File: src/rtl/dac_parallel_front.sv
module dac_parallel_front #(
  parameter int DATA_W = 8,
  parameter int NIB_W  = 4
) (
  input  logic                    clk,
  input  logic                    rst_n,
  input  logic [DATA_W-1:0]       bus_data,
  input  logic [1:0]              bus_addr,
  input  logic                    sel_n,
  input  logic                    wr_n,
  input  logic                    load_n,
  input  logic                    speed_pin,
  input  logic                    pwr_n,
  output logic [DATA_W+NIB_W-1:0] dac_code,
  output logic                    fast_mode,
  output logic                    powered_down
);
  localparam int CODE_W = DATA_W + NIB_W;
  // synchronizer lanes: {speed, pwr_n, load_n, sel_n, wr_n}
  localparam logic [4:0] PIN_IDLE = 5'b01111;

  logic [4:0] s1, s2;
  logic       wr_d;
  logic [DATA_W-1:0] lo_q;
  logic [NIB_W-1:0]  hi_q;
  logic [2:0]        ctl_q;
  logic [CODE_W-1:0] code_q;

  always_ff @(posedge clk or negedge rst_n)
    if (!rst_n) begin
      s1   <= PIN_IDLE;
      s2   <= PIN_IDLE;
      wr_d <= 1'b1;
    end else begin
      s1   <= {speed_pin, pwr_n, load_n, sel_n, wr_n};
      s2   <= s1;
      wr_d <= s2[0];
    end

  wire wr_fire     = s2[0] & ~wr_d & ~s2[1];
  wire transparent = ~s2[2] | ctl_q[2];

  always_ff @(posedge clk or negedge rst_n)
    if (!rst_n) begin
      lo_q  <= '0;
      hi_q  <= '0;
      ctl_q <= '0;
    end else if (wr_fire) begin
      case (bus_addr)
        2'd0:    lo_q  <= bus_data;
        2'd1:    hi_q  <= bus_data[NIB_W-1:0];
        2'd3:    ctl_q <= bus_data[2:0];
        default: ;
      endcase
    end

  always_ff @(posedge clk or negedge rst_n)
    if (!rst_n)           code_q <= '0;
    else if (transparent) code_q <= {hi_q, lo_q};

  assign dac_code     = code_q;
  assign fast_mode    = s2[4] | ctl_q[0];
  assign powered_down = ~s2[3] | ctl_q[1];

  assert_idle_no_write_R1: assert property (@(posedge clk) disable iff (!rst_n)
    !wr_fire |=> $stable({lo_q, hi_q, ctl_q}));
  assert_nibble_low_bits_R2: assert property (@(posedge clk) disable iff (!rst_n)
    (wr_fire && bus_addr == 2'd1) |=> hi_q == $past(bus_data[NIB_W-1:0]));
  assert_reserved_inert_R3: assert property (@(posedge clk) disable iff (!rst_n)
    (wr_fire && bus_addr == 2'd2) |=> $stable({lo_q, hi_q, ctl_q}));
  assert_ctl_fields_R4: assert property (@(posedge clk) disable iff (!rst_n)
    (wr_fire && bus_addr == 2'd3) |=> ctl_q == $past(bus_data[2:0]));
  assert_follow_R7: assert property (@(posedge clk) disable iff (!rst_n)
    transparent |=> dac_code == $past({hi_q, lo_q}));
  assert_hold_R8: assert property (@(posedge clk) disable iff (!rst_n)
    !transparent |=> $stable(dac_code));
endmodule

File: config.mk
export PLATFORM = sky130hd
export DESIGN_NAME = dac_parallel_front
export DESIGN_NICKNAME = d
export VERILOG_FILES = /design/src/rtl/dac_parallel_front.sv
export SDC_FILE = /design/constraint.sdc
export NUM_CORES = 1
export LEC_CHECK = 0
export BUFFER_PORTS_ARGS = -buffer_cell sky130_fd_sc_hd__buf_2
export CAP_MARGIN = 20
export CORE_MARGIN = 5
export CORE_UTILIZATION = 46
export CTS_CLUSTER_DIAMETER = 60
export CTS_CLUSTER_SIZE = 40
export DETAILED_ROUTE_END_ITERATION = 8
export MAX_ROUTING_LAYER = met4
export PLACE_DENSITY_LB_ADDON = 0.12
export SLEW_MARGIN = 15
export SYNTH_ARGS = -nofsm -noshare
export SYNTH_HDL_FRONTEND = slang
export SYNTH_SLANG_ARGS = --single-unit
export TNS_END_PERCENT = 30
File: constraint.sdc
create_clock -name clk -period 1.5 [get_ports clk]
set_input_delay 0.15 -clock clk [delete_from_list [all_inputs] [get_ports clk]]
set_output_delay 0.15 -clock clk [all_outputs]
set_load 0.01 [all_outputs]
---- Word-level counts from Yosys, hierarchy flattened ----
Cells that the tools add are included.
cells by class
  equality and inequality tests ........... 2
  bitwise gates (word level) .............. 9
  reductions and logical operators ........ 4
operators by type and width
  operator                                        count
  AND reduction 2 bit                             3
  inverter 1 bit                                  4
  OR 1 bit                                        3
  AND 1 bit                                       2
  == test 2 x 1 -> 1 bit (second input constant)  1
  == test 2 bit (second input constant)           1
  zero test 2 bit                                 1
storage, ports and cells
  word-level logic and storage cells ...... 22
  flip-flop bits (word level) ............. 38
  output and inout bits ................... 14

---- Depth between registers and ports, before layout ----
Gate-level depths: netlist of the first run.
  word-level depth ........................ 4
  depth in mapped cells ................... 4
  depth with buffers taken out ............ 3

---- Worst setup path before layout of the first run ----
OpenSTA, ideal clock, no wires.
  kind .................................... reg2reg
  from .................................... register s2[0]
  to ...................................... register lo_q[0]
  slack ................................... 0.073 ns
  path buffers ............................ 1
  setup time .............................. 0.125 ns
  required time ........................... 1.375 ns
  arrival time ............................ 1.303 ns
  cell stages (with the launch flop) ...... 5
  cell sequence ........................... dfstp_2 -> nor4b_2 -> and2b_1 -> buf_6 -> mux2_2
between the ends
  cells in the longest elaborated chain, start to end .. 3
ends and longest elaborated chain
  what                                  RTL line  source
  start, declared                       22        logic [4:0] s1, s2;
  start signal, assigned                32        s2 <= PIN_IDLE;
  start signal, assigned                36        s2 <= s1;
  AND 1 bit (2 in series)               40        wire wr_fire = s2[0] & ~wr_d & ~s2[1];
  AND reduction 2 bit (no source line)  -
  end signal, assigned                  50        2'd0: lo_q <= bus_data;
  end, declared                         24        logic [DATA_W-1:0] lo_q;
No other way between the ends.
A chain may end at the register's enable or synchronous reset.

---- Worst setup path in the final report of the first run ----
  from .................................... register s2[0]
  to ...................................... register lo_q[1]
The elaborated chain is that of the path after synthesis.

==> run metrics, run 1 <==
status finished, violations left; violated checks setup timing; first-pass GRT wire length 3900 um; clock share of power 26.6%; row cnt 19; top-area cell type share of the netlist area 53.9%; Critical Path Fanout Max 6; final core occ 62.8%; Mapped Nets 92; detailed router's first-iteration violation count 15; GP Congestion 0.693; Ports 31; leakage power 0.838 nW; CTS max path bufs 2; die area 4110 um^2; setup violators final 7; number of global-route vias before repair 822; CTS Root Cell clkbuf_4; Hold Startpoint bus_data[5]; Seq pwr share 53.5%; DRT Wirelength 2280 um; Combinational Power Share 19.9%; Setup WS post-layout -0.0308 ns; net switching share of the total power 24.8%; RSZ-0062 raised after global routing yes; commonest cells in the netlist 29 x dfrtp_1, 27 x mux2_2, 9 x dfstp_2; Yosys warning total 0; Finished Layout Cells 154; Final Max Tran Viols 0; area leader, netlist dfrtp_1; Worst-path clk slew 0.11 ns; wire per inst 14.8 um; type of the tightest min-delay check primary input to flop; largest cells by area after synthesis dfrtp_1 54%, mux2_2 23%, dfstp_2 18%, nor4b_2 2.2%, nand2b_1 0.93%; ys flop type dfrtp_1; Arrival @ worst endpoint 1.76 ns; CP Capture Type flop; VDD IR max 1220 uV; Peak Freq 653 MHz; FF+latch count, synth 38; clk sink count 38; post-layout total power 2.52 mW; Die X 64.1 um; Synth Cell Area 1350 um^2; Vias 767; CTS tree built; Synth Instances 75; DP Cell Count 139; TritonCTS Buffers 5; Seq/Total Area, Yosys 71.5%; crit path max-delay cell type dfstp_2; Crit Path Category flop to flop; clk_lat worst skew 0.34 ns; P_sw 624 uW; antenna cells 0; syn avg cell area 18.0 um^2; Pint 1.89 mW; Worst Skew 0.0107 ns; core area 2780 um^2; cells along the critical path nor4b_4, and2b_1, buf_6, mux2_4; H-tree Lvls 2; dpl ws -0.0294 ns; worst endpoint required time 1.73 ns; Crit. Startpoint s2[0]; DIE HEIGHT 64.1 um; Crit path max-delay family flip-flops; Layout area overhead 29.8%; power density cells 1440 nW/um^2; Worst Path Buf+Inv 1; Cell variety after synth 10; max incr delay on CP 0.55 ns; Detailed Routing Iterations Pass 1 2; Final #Nets 139; Worst Tran Pin Value 0.475 ns; GRT overflow 0; share of cells above drive strength 1 68.3%; post-DR vias/cell 4.98; MaxCap Viol Count 0; worst reg2reg path startpoint s2[0]; most frequent cell after synthesis dfrtp_1; Post-synth EDFFs 0; CP Launch Type flop; IO Port Bufs 30; Synth async-reset ratio 100%; detailed-route DRC error count 0; Relative slew margins 68.3%; antenna violations before repair 0; Post-DRT Antenna Nets 0; Final Hold Fails 0; GRT Resource Usage Total 13.2%; fin crit share 102%; pin count of the biggest net entering global routing 24; Initial Util 48.4%; Final min period 1.53 ns; Detail Placement HPWL 1620 um
==> layout by cell type, fill, tap and decap left out <==
master          n
dlygate4sd3_1   6
clkbuf_4        5
dfstp_2         9
bufinv_16       1
buf_2          30
dfrtp_1        29
mux2_2         21
buf_4           5
nand2_2         1
mux2_4          6
and2b_1         1
nand2_1         1
or2_2           1
nand2b_1        2
buf_6           1
nor4b_4         2
clkinv_2        2
==> power by group through the flow <==
stage | sequential [mW] | clock [mW] | combinational, mW
3_5_place_dp | 1.37 | 0 | 0.471
5_1_grt | 1.38 | 0.722 | 0.550
6_report | 1.35 | 0.669 | 0.500
4_1_cts | 1.35 | 0.686 | 0.494
2_1_floorplan | 1.40 | 0 | 0.222
3_3_place_gp | 1.35 | 0 | 0.464
==> final cells by class <==
type / count / area, um^2
clock buffers: 5 / 37.5
clock inverters: 3 / 40.0
fillers: 219 / 1030
multi-input cells: 35 / 410
flip-flops and latches: 38 / 962
well taps: 31 / 38.8
repair buffers: 42 / 259
==> path summary, 6_finish.rpt <==
check | slack [ns] | to | cells after the start
setup / recovery | -0.03 | lo_q[1] | 4
hold / removal | 0.03 | lo_q[5] | 2
setup reg to reg | -0.03 | lo_q[1] | 4
hold reg to reg | 0.36 | s2[2] | 0
max in group asynchronous | 0.61 | dac_code[0] | 3
min in group asynchronous | 0.30 | s1[4] | 2
==> routing by layer <==
layer / wire length [um] / up-vias / GRT usage [%]
met5: 0 / - / -
met4: 49 / 0 / 6.11
met3: 184 / 5 / 6.13
met2: 1060 / 26 / 19.6
met1: 992 / 382 / 15.1
li1: - / 354 / -
==> state kept, by name, indices dropped and copies added (netlist names) <==
register	cells
s1	5
ctl_q	3
dac_code	12
lo_q	8
wr_d	1
s2	5
hi_q	4
==> logic make-up after synthesis <==
| logic type | after synthesis | synth area share, % |
|---|---|---|
| AND/OR/NAND/NOR | 8 | 4.74 |
| flip-flops | 38 | 71.5 |
| buffers and inverters | 2 | 1.21 |
| multiplexers | 27 | 22.6 |
==> through the flow <==
| step | area [um^2] | hold slack, ns | TNS (ns) |
|---|---|---|---|
| 2_1_floorplan | 1350 | -0.146 | 0 |
| 3_3_place_gp | 1560 | 0.147 | 0 |
| 3_5_place_dp | 1560 | 0.145 | -0.212 |
| 4_1_cts | 1730 | 0.0277 | -0.00251 |
| 5_1_grt | 1750 | 0.00535 | -0.502 |
| 6_report | 1750 | 0.0325 | -0.143 |
==> timing repair <==
action,CTS,global route
endpoints found under the hold margin,18,0
resized for setup,4,6
setup buffers,1,0
hold buffers,6,0
setup endpoints to repair,9,12
(Power assumes the default switching activity.)
==> run 2, diff against run 1 <==
--- a/config.mk
+++ b/config.mk
@@ -14,6 +14,7 @@
 export DETAILED_ROUTE_END_ITERATION = 8
 export MAX_ROUTING_LAYER = met4
 export PLACE_DENSITY_LB_ADDON = 0.12
+export SKIP_LAST_GASP = 1
 export SLEW_MARGIN = 15
 export SYNTH_ARGS = -nofsm -noshare
 export SYNTH_HDL_FRONTEND = slang
==> run metrics, run 2 (synthesis results as in run 1) <==
antenna violations before repair 0; Setup WS post-layout -0.0309 ns; RSZ-0062 raised after global routing yes; Worst Skew 0.0107 ns; H-tree Lvls 2; leakage power 0.837 nW; CP Launch Type flop; clk sink count 38; first-pass GRT wire length 3900 um; Initial Util 48.4%; wire per inst 14.8 um; worst reg2reg path depth 4; share of cells above drive strength 1 67.5%; max reg flops 12; CTS max path bufs 2; worst endpoint required time 1.73 ns; GRT Resource Usage Total 13.2%; core area 2780 um^2; CP Capture Type flop; Worst-path clk slew 0.11 ns; Register Area 962 um^2; DIE HEIGHT 64.1 um; detailed-route DRC error count 0; Hold Path Depth 2; VDD IR max 1220 uV; GRT overflow 0; type of the tightest min-delay check primary input to flop; Arrival @ worst endpoint 1.76 ns; Detail Placement HPWL 1620 um; CTS Root Cell clkbuf_4; Final min period 1.53 ns; IO Port Bufs 30; number of fill cells in the layout 220; antenna cells 0; power density cells 1440 nW/um^2; row cnt 19; detailed router's first-iteration violation count 15; Detailed Routing Iterations Pass 1 2; Finished Layout Cells 154; pin count of the biggest net entering global routing 24; violated checks setup timing; setup violators final 7; post-layout total power 2.51 mW; setup TNS -0.144 ns; CTS tree built; Vias 766; GP Congestion 0.693; most frequent cells in the layout 30 x buf_2, 29 x dfrtp_1, 21 x mux2_2; number of global-route vias before repair 822; Relative slew margins 68.3%; Worst Tran Pin Value 0.475 ns; die area 4110 um^2; Final Max Tran Viols 0; Layout area overhead 29.6%; Crit Path Category flop to flop; Final #Nets 139; TritonCTS Buffers 5; clk_lat worst skew 0.34 ns; Final Hold Fails 0; Peak Freq 653 MHz; fin crit share 102%; Critical Path Fanout Max 6; post-DR vias/cell 4.97; Post-DRT Antenna Nets 0; DP Cell Count 139; status finished, violations left; most common cell after layout, fill and taps aside buf_2; area occupied by multi-input gates 408 um^2; Ports 31; MaxCap Viol Count 0; DRT Wirelength 2290 um; Die X 64.1 um
run 2: path summary, 6_finish.rpt:
check	start	endpoint	slack [ns]
worst max-delay path	s2[0]	lo_q[1]	-0.03
max in group asynchronous	rst_n	dac_code[0]	0.61
worst min-delay path	bus_data[5]	lo_q[5]	0.03
worst max register to register	s2[0]	lo_q[1]	-0.03
min in group asynchronous	rst_n	s1[4]	0.30
worst min register to register	s1[2]	s2[2]	0.36
run 2: through the flow:
step	util (%)	hold WS (ns)	cell area [um^2]	setup slack, ns
after floorplan	-	-0.146	1350	0.0726
after global placement	56.0	0.147	1560	0.00305
after detailed placement	56.0	0.145	1560	-0.0294
after CTS	62.1	0.0277	1730	-0.00154
after global routing	62.8	0.00535	1750	-0.0783
final	62.8	0.0325	1750	-0.0309
run 2: routing by layer:
metal  global-route usage (%)  wire (um)  up-vias  share of wire [%]
met2                     19.6       1060       26                 46
met4                     6.11         49        0                2.1
met5                        -          0        -                  0
li1                         -          -      353                  -
met3                     6.13        184        5                8.1
met1                     15.1        993      382                 43
run 2: worst max-delay path, cell delays in order, from the launching register on:
cell and delay [ns]:
dfstp_2 0.55, nor4b_4 0.21, and2b_1 0.19, buf_6 0.15
mux2_4 0.30
run 2: where the power goes:
group	internal, mW	switching (mW)	total, mW
Sequential	1.25	0.0997	1.35
Clock	0.345	0.324	0.669
Combinational	0.299	0.200	0.499
Total	1.89	0.624	2.51
run 2: area by class of cell:
type	count	area share (%)
sequential	38	55.1
multi-input combinational	35	23.4
clock inverter	3	2.29
clock buffer	5	2.15
timing repair buffer	42	14.8
tap	31	2.22
run 2: repair_timing:
action	in CTS	in global routing
buffers inserted	1	0
hold buffers	6	0
hold endpoints to repair	18	0
endpoints found under the setup margin	9	12
gates cloned	0	0
gates resized for setup	4	5
==> run 3, diff against run 2 <==
--- a/config.mk
+++ b/config.mk
@@ -14,6 +14,7 @@
 export DETAILED_ROUTE_END_ITERATION = 8
 export MAX_ROUTING_LAYER = met4
 export PLACE_DENSITY_LB_ADDON = 0.12
+export SKIP_CTS_REPAIR_TIMING = 1
 export SKIP_LAST_GASP = 1
 export SLEW_MARGIN = 15
 export SYNTH_ARGS = -nofsm -noshare
==> run metrics, run 3 (synthesis results as in run 1) <==
antenna cells 0; VDD IR max 1200 uV; GP Congestion 0.693; most frequent cells in the layout 30 x buf_2, 29 x dfrtp_1, 27 x mux2_2; H-tree Lvls 2; Finished Layout Cells 153; power density cells 1450 nW/um^2; P_sw 615 uW; net switching share of the total power 24.8%; Die X 64.1 um; worst endpoint required time 1.73 ns; Peak Freq 657 MHz; CTS max path bufs 2; leakage power 0.815 nW; CP Launch Type flop; Ports 31; die area 4110 um^2; met2 Use GR 17.8%; max reg flops 12; Detailed Routing Iterations Pass 1 2; CP Capture Type flop; clk sink count 38; row cnt 19; Worst Tran Pin Value 0.476 ns; number of global-route vias before repair 770; Relative slew margins 68.2%; violated checks setup timing; Initial Util 48.4%; clk_lat worst skew 0.34 ns; Critical Path Fanout Max 6; area occupied by multi-input gates 385 um^2; TritonCTS Buffers 5; most common cell after layout, fill and taps aside buf_2; Vias 758; Final Max Tran Viols 0; DIE HEIGHT 64.1 um; GRT Resource Usage Total 12.5%; Layout area overhead 27.4%; Combinational Power Share 19.1%; M3 GR Usage 5.95%; first-pass GRT wire length 3670 um; GRT overflow 0; Final Hold Fails 0; post-layout total power 2.48 mW; GR Util met1 14.7%; post-DR vias/cell 4.95; Final #Nets 138; Crit Path Category flop to flop; Worst-path clk slew 0.11 ns; clock share of power 26.8%; antenna violations before repair 0; Worst Skew 0.00989 ns; DRT Wirelength 2220 um; core area 2780 um^2; dpl ws -0.0294 ns; CTS Root Cell clkbuf_4; IO Port Bufs 30; fin crit share 101%; detailed router's first-iteration violation count 10; wire per inst 14.5 um; DP Cell Count 139; status finished, violations left; pin count of the biggest net entering global routing 24; Pint 1.87 mW; final core occ 61.7%; type of the tightest min-delay check primary input to flop; CTS tree built; busiest grt layer met2; Seq pwr share 54.1%; MaxCap Viol Count 0; detailed-route DRC error count 0; share of cells above drive strength 1 67.2%; number of fill cells in the layout 226; Post-DRT Antenna Nets 0; RSZ-0062 raised after global routing yes; Setup WS post-layout -0.0210 ns; Detail Placement HPWL 1620 um; DP Area 1560 um^2; Finished Cell Area 1720 um^2; Arrival @ worst endpoint 1.75 ns; setup violators final 6; Final min period 1.52 ns; Register Area 962 um^2
run 3: layout make-up:
cell class	instances	area share [%]
sequential	38	56.1
clock inverter	3	2.33
tap	31	2.26
multi-input combinational	35	22.5
clock buffer	5	2.19
timing repair buffer	41	14.7
run 3: power groups by stage:
| stage | logic (mW) | clock network (mW) | registers [mW] |
|---|---|---|---|
| 2_1_floorplan | 0.222 | 0 | 1.40 |
| 5_1_grt | 0.526 | 0.722 | 1.38 |
| 6_report | 0.475 | 0.666 | 1.34 |
| 4_1_cts | 0.473 | 0.686 | 1.35 |
| 3_3_place_gp | 0.464 | 0 | 1.35 |
| 3_5_place_dp | 0.471 | 0 | 1.37 |
run 3: worst paths after layout:
check / startpoint / endpoint / slack (ns) / cells after the start
worst max-delay path: s2[0] / lo_q[1] / -0.02 / 4
worst min-delay path: bus_data[5] / lo_q[5] / 0.04 / 2
worst max register to register: s2[0] / lo_q[1] / -0.02 / 4
worst min register to register: s1[2] / s2[2] / 0.36 / 0
max in group asynchronous: rst_n / dac_code[0] / 0.61 / 3
min in group asynchronous: rst_n / s1[4] / 0.30 / 2
run 3: stage by stage:
stage	hold slack (ns)	TNS, ns
4_1_cts	-0.231	-0.345
5_1_grt	0.00737	-0.462
6_report	0.0373	-0.0831
2_1_floorplan	-0.146	0
3_5_place_dp	0.145	-0.212
3_3_place_gp	0.147	0
run 3: worst max-delay path: stages, from the launching register on:
cell and delay [ns]:
dfstp_2 0.55, nor4b_4 0.20, and2b_1 0.19, buf_6 0.14
mux2_2 0.33
run 3: metal layers:
metal | up-vias | share of wire (%) | wire length (um)
met4 | 0 | 2.0 | 45
met3 | 4 | 8.3 | 183
met1 | 376 | 44 | 964
li1 | 352 | - | -
met5 | - | 0 | 0
met2 | 26 | 46 | 1020
